**config.mk**
```make
export PLATFORM = sky130hd
export DESIGN_NAME = rshift_pipe
export DESIGN_NICKNAME = d
export VERILOG_FILES = /design/src/rtl/rshift_pkg.sv /design/src/rtl/rshift_gate_mux.sv /design/src/rtl/rshift_stage.sv /design/src/rtl/rshift_slot.sv /design/src/rtl/rshift_pipe.sv
export SDC_FILE = /design/constraint.sdc
export NUM_CORES = 1
export LEC_CHECK = 0
export BUFFER_PORTS_ARGS = -buffer_cell sky130_fd_sc_hd__buf_2
export CORE_MARGIN = 2
export CORE_UTILIZATION = 44
export DETAILED_ROUTE_END_ITERATION = 10
export SYNTH_ARGS = -nofsm -noshare
export SYNTH_HDL_FRONTEND = slang
export SYNTH_SLANG_ARGS = --single-unit
```
**constraint.sdc**
```tcl
create_clock -name clk -period 6.9 [get_ports clk]
set_clock_uncertainty 0.1 [all_clocks]
set_input_delay 0.69 -clock clk [delete_from_list [all_inputs] [get_ports clk]]
set_output_delay 0.69 -clock clk [all_outputs]
set_load 0.05 [all_outputs]
```
**src/rtl/rshift_pkg.sv**
```systemverilog
package rshift_pkg;

   typedef enum logic {
      MODE_LOGICAL = 1'b0,
      MODE_ARITH   = 1'b1
   } shift_mode_e;

   function automatic logic gate_and(input logic x, input logic y);
      return x & y;
   endfunction

   function automatic logic gate_or(input logic x, input logic y);
      return x | y;
   endfunction

   function automatic logic gate_not(input logic x);
      return ~x;
   endfunction

endpackage

```
**src/rtl/rshift_gate_mux.sv**
```systemverilog
module rshift_gate_mux #(
   parameter int W          = 32,
   parameter bit GATE_LEVEL = 1'b1
) (
   input  logic         sel,
   input  logic [W-1:0] a,
   input  logic [W-1:0] b,
   output logic [W-1:0] y
);
   import rshift_pkg::*;

   if (W < 1) begin : g_bad_width
      $error("rshift_gate_mux: W must be at least 1");
   end

   if (GATE_LEVEL) begin : g_gates
      // y = (sel & b) | (~sel & a), one bit at a time
      for (genvar i = 0; i < W; i++) begin : g_bit
         assign y[i] = gate_or(gate_and(sel, b[i]),
                               gate_and(gate_not(sel), a[i]));
      end
   end else begin : g_behav
      assign y = sel ? b : a;
   end

endmodule

```
**src/rtl/rshift_stage.sv**
```systemverilog
module rshift_stage #(
   parameter int W          = 32,
   parameter int DIST       = 1,
   parameter bit GATE_LEVEL = 1'b1
) (
   input  logic         mode_arith,
   input  logic         sel,
   input  logic [W-1:0] d_in,
   output logic [W-1:0] d_out
);
   import rshift_pkg::*;

   if (DIST < 1 || DIST >= W) begin : g_bad_dist
      $error("rshift_stage: DIST must lie in 1..W-1");
   end

   logic         fill;
   logic [W-1:0] moved;

   assign fill = gate_and(mode_arith, d_in[W-1]);

   for (genvar j = 0; j < W; j++) begin : g_move
      if (j + DIST < W) begin : g_src
         assign moved[j] = d_in[j+DIST];
      end else begin : g_fill
         assign moved[j] = fill;
      end
   end

   rshift_gate_mux #(
      .W          (W),
      .GATE_LEVEL (GATE_LEVEL)
   ) u_mux (
      .sel (sel),
      .a   (d_in),
      .b   (moved),
      .y   (d_out)
   );

endmodule

```
**src/rtl/rshift_slot.sv**
```systemverilog
module rshift_slot #(
   parameter int PAY_W = 38
) (
   input  logic             clk,
   input  logic             rst_n,
   input  logic             up_valid,
   output logic             up_ready,
   input  logic [PAY_W-1:0] up_data,
   output logic             dn_valid,
   input  logic             dn_ready,
   output logic [PAY_W-1:0] dn_data
);

   if (PAY_W < 1) begin : g_bad_width
      $error("rshift_slot: PAY_W must be at least 1");
   end

   logic             vld_q;
   logic [PAY_W-1:0] pay_q;

   assign up_ready = !vld_q || dn_ready;
   assign dn_valid = vld_q;
   assign dn_data  = pay_q;

   always_ff @(posedge clk or negedge rst_n) begin
      if (!rst_n) begin
         vld_q <= 1'b0;
      end else if (up_ready) begin
         vld_q <= up_valid;
      end
   end

   always_ff @(posedge clk) begin
      if (up_valid && up_ready) begin
         pay_q <= up_data;
      end
   end

endmodule

```
**src/rtl/rshift_pipe.sv**
```systemverilog
module rshift_pipe #(
   parameter int DATA_W     = 32,
   parameter bit GATE_LEVEL = 1'b1
) (
   input  logic                      clk,
   input  logic                      rst_n,
   input  logic                      in_valid,
   output logic                      in_ready,
   input  logic                      in_mode,
   input  logic [DATA_W-1:0]         in_data,
   input  logic [$clog2(DATA_W)-1:0] in_shamt,
   output logic                      out_valid,
   input  logic                      out_ready,
   output logic [DATA_W-1:0]         out_data
);
   import rshift_pkg::*;

   localparam int SHAMT_W = $clog2(DATA_W);
   localparam int STAGES  = SHAMT_W;
   localparam int NSLOT   = STAGES + 1;
   localparam int PAY_W   = 1 + SHAMT_W + DATA_W;
   localparam int MODE_B  = PAY_W - 1;
   localparam int SHM_LO  = DATA_W;

   if (DATA_W < 2 || (DATA_W & (DATA_W - 1)) != 0) begin : g_bad_width
      $error("rshift_pipe: DATA_W must be a power of two, at least 2");
   end

   logic [PAY_W-1:0] slot_d [NSLOT];
   logic [PAY_W-1:0] slot_q [NSLOT];
   logic             slot_v [NSLOT];
   logic             slot_r [NSLOT];
   logic             slot_in_v [NSLOT];
   logic             slot_dn_r [NSLOT];

   assign slot_d[0]    = {in_mode, in_shamt, in_data};
   assign slot_in_v[0] = in_valid;
   assign in_ready     = slot_r[0];

   for (genvar k = 0; k < NSLOT; k++) begin : g_slot
      if (k == NSLOT - 1) begin : g_last
         assign slot_dn_r[k] = out_ready;
      end else begin : g_mid
         assign slot_dn_r[k] = slot_r[k+1];
      end

      rshift_slot #(
         .PAY_W (PAY_W)
      ) u_slot (
         .clk      (clk),
         .rst_n    (rst_n),
         .up_valid (slot_in_v[k]),
         .up_ready (slot_r[k]),
         .up_data  (slot_d[k]),
         .dn_valid (slot_v[k]),
         .dn_ready (slot_dn_r[k]),
         .dn_data  (slot_q[k])
      );
   end

   for (genvar s = 0; s < STAGES; s++) begin : g_stage
      logic                mode_s;
      logic [SHAMT_W-1:0]  shamt_s;
      logic [DATA_W-1:0]   word_s;
      logic [DATA_W-1:0]   word_n;

      assign mode_s  = slot_q[s][MODE_B];
      assign shamt_s = slot_q[s][SHM_LO +: SHAMT_W];
      assign word_s  = slot_q[s][DATA_W-1:0];

      rshift_stage #(
         .W          (DATA_W),
         .DIST       (1 << s),
         .GATE_LEVEL (GATE_LEVEL)
      ) u_stage (
         .mode_arith (mode_s == MODE_ARITH),
         .sel        (shamt_s[s]),
         .d_in       (word_s),
         .d_out      (word_n)
      );

      assign slot_d[s+1]    = {mode_s, shamt_s, word_n};
      assign slot_in_v[s+1] = slot_v[s];
   end

   logic unused_tail;
   assign unused_tail = ^slot_q[NSLOT-1][PAY_W-1:DATA_W];

   assign out_valid = slot_v[NSLOT-1];
   assign out_data  = slot_q[NSLOT-1][DATA_W-1:0];

endmodule

```
==> results.json <==
{
  "die_area_um2": 20800,
  "htreeDepth": 1,
  "p_total_mw": 3.77,
  "start_kind": "flip-flop",
  "synth-seq-cells": 218,
  "synthCells": 453,
  "drt_iter0_drc": 177,
  "final_layout_size_suffix_gt1_share_pct": 43.7,
  "criticalPathCategory": "flip-flop to primary output",
  "layout_common_cells": "edfxtp_1 (212), mux2_2 (123), buf_2 (75)",
  "cts.sinks": 218,
  "period_needed_ns": 2.46,
  "tns_ns": 0,
  "drc": 0,
  "setup_viol_count_final": 0,
  "rows": 51,
  "synth_area_um2": 8650,
  "grt_pass1_wl_mm": 19.6,
  "grt_pass1_vias": 3849,
  "routed_wl_mm": 11.6,
  "area_growth_pct": 15.4,
  "synth_cell_type_count": 24,
  "first_pass_iters": 4,
  "yosysSeqAreaShare_pct": 75.4,
  "yosysWarnings": 0,
  "io_buffers": 75,
  "crit_path_end_kind": "primary output",
  "dp_hpwl_mm": 7.76,
  "slew_violations": 0,
  "setup_slack_ns": 4.44,
  "peakVddDrop_mv": 0.200,
  "clockRootBuffer": "clkbuf_16",
  "worstSkewPairLatency_ns": 0.50,
  "design.core.area_um2": 19400,
  "cp_max_fo": 7,
  "gp_congestion": 0.746,
  "power_frac_comb_pct": 15.0,
  "worst_ep_arrival_time_ns": 1.67,
  "gr-total-overflow": 0,
  "max-cap-violations": 0,
  "die_w_um": 144,
  "antenna_found_initial": 0,
  "grt.total_usage_pct": 11.8,
  "rsz0062_at_grt": "false",
  "pwr-share-seq_pct": 51.4,
  "final_nets": 578,
  "cts_buffers": 23,
  "hold_class": "primary input to flip-flop",
  "timing.slew.headroom_pct": 18.7,
  "die_h_um": 144,
  "postRouteAntennaNets": 0,
  "pin_count": 76,
  "avgSynthCellArea_um2": 19.1,
  "fin_crit_sh_pct": 35.6,
  "p_leak_nw": 3.63,
  "worstPathRequired_ns": 6.11,
  "p_switching_mw": 0.948,
  "clkPwrFrac_pct": 33.5,
  "vias": 3745,
  "post-place-ws_ns": 4.35,
  "final_hold_viol_count": 0,
  "initial_core_util_pct": 44.6,
  "viasPerCell": 4.59,
  "clock_path_buffers": 3,
  "antennaDiodeCount": 0,
  "holdWs_ns": 0.257,
  "wire_per_inst_um": 14.2,
  "final_common_cell": "edfxtp_1",
  "pwr_density_cell_nw_per_um2": 378,
  "clkTransAtPathRegs_ns": 0.06,
  "worst_pin_slew_ns": 1.22,
  "cts_tree": "built",
  "postCtsSetupRepairBufs": 0,
  "syn_nets": 495,
  "fmax_mhz": 407,
  "status": "finished clean",
  "sw_frac_of_total_pct": 25.2,
  "grt_max_degree": 39,
  "internal-power_mw": 2.82
}
[power groups by stage]
stage | registers [mW] | clock network [mW] | logic (mW)
3_5_place_dp | 1.97 | 0 | 0.567
5_1_grt | 1.97 | 1.35 | 0.618
2_1_floorplan | 2.06 | 0 | 0.341
6_report | 1.94 | 1.26 | 0.566
4_1_cts | 1.94 | 1.30 | 0.574
3_3_place_gp | 1.96 | 0 | 0.563
[registers in the layout, summed over array words and instances (netlist names)]
register,flops
g_slot.u_slot.dn_data,212
g_slot.u_slot.dn_valid,6
[kinds of logic after synthesis]
family                 count (synthesis)  share of synthesized area, %
muxes                                129                          16.9
DFF                                  218                          75.4
buffers and inverters                 53                          3.95
and+or+nand+nor                       16                          1.30
AOI/OAI and AO/OA                     37                          2.46
[through the flow]
stage          cells  utilization (%)  cell area, um^2
5_1_grt          816             51.4             9970
4_1_cts          816             51.4             9970
2_1_floorplan    453                -             8650
6_report         816             51.4             9970
3_5_place_dp     775             47.3             9180
3_3_place_gp     775             47.3             9180
[Yosys cell counts (all sizes together)]
library cell	n	area (um^2)
a41o	1	10.0
mux2	129	1460
buf	19	214
a21o	1	7.51
o31a	1	8.76
and2	3	18.8
a31oi	1	6.26
edfxtp	212	6370
and4b	1	10.0
a21boi	6	45.0
or2b	1	7.51
nand3b	1	7.51
clkbuf	2	7.51
nand3	4	25.0
or3	1	6.26
o21ai	27	135
nand2	1	3.75
nand4b	1	15.0
nand2b	3	18.8
dfrtp	6	150
inv	32	120
[layout make-up]
type	count	area, um^2
Clock inverter	14	195
Multi-Input combinational cell	182	1820
Inverter	32	120
Sequential cell	218	6520
Tap cell	265	332
Fill cell	1641	9420
Timing Repair Buffer	79	408
Clock buffer	26	587
[what timing repair did]
| action | in CTS | in global routing |
|---|---|---|
| hold buffers | 1 | 0 |
| endpoints found under the hold margin | 6 | 0 |
| resized for setup | 0 | 0 |
[worst max-delay path, cell delays in order (launching register included)]
cell and delay, ns:
dfrtp_1 0.51, nand2_1 0.13, or3_1 0.30, buf_2 0.21
[path summary, 6_finish.rpt]
kind / from / to / slack, ns / cells after the start
min in group asynchronous: rst_n / g_slot[2].u_slot.dn_valid / 0.44 / 2
hold / removal: in_data[23] / g_slot[0].u_slot.dn_data[23] / 0.26 / 1
setup / recovery: g_slot[2].u_slot.dn_valid / in_ready / 4.44 / 3
setup reg to reg: g_slot[4].u_slot.dn_valid / g_slot[1].u_slot.dn_data[7] / 4.76 / 2
max in group asynchronous: rst_n / g_slot[3].u_slot.dn_valid / 6.11 / 2
hold reg to reg: g_slot[0].u_slot.dn_data[34] / g_slot[1].u_slot.dn_data[34] / 0.32 / 0
[routing by layer]
layer	track usage [%]	vias to the layer above	part of all wire (%)
met1	16.1	1735	47
met2	18.7	89	45
met3	2.65	27	4.8
met5	0	-	0
li1	-	1894	-
met4	4.55	0	3.5
Note: power is estimated with default switching activity, not from simulation.
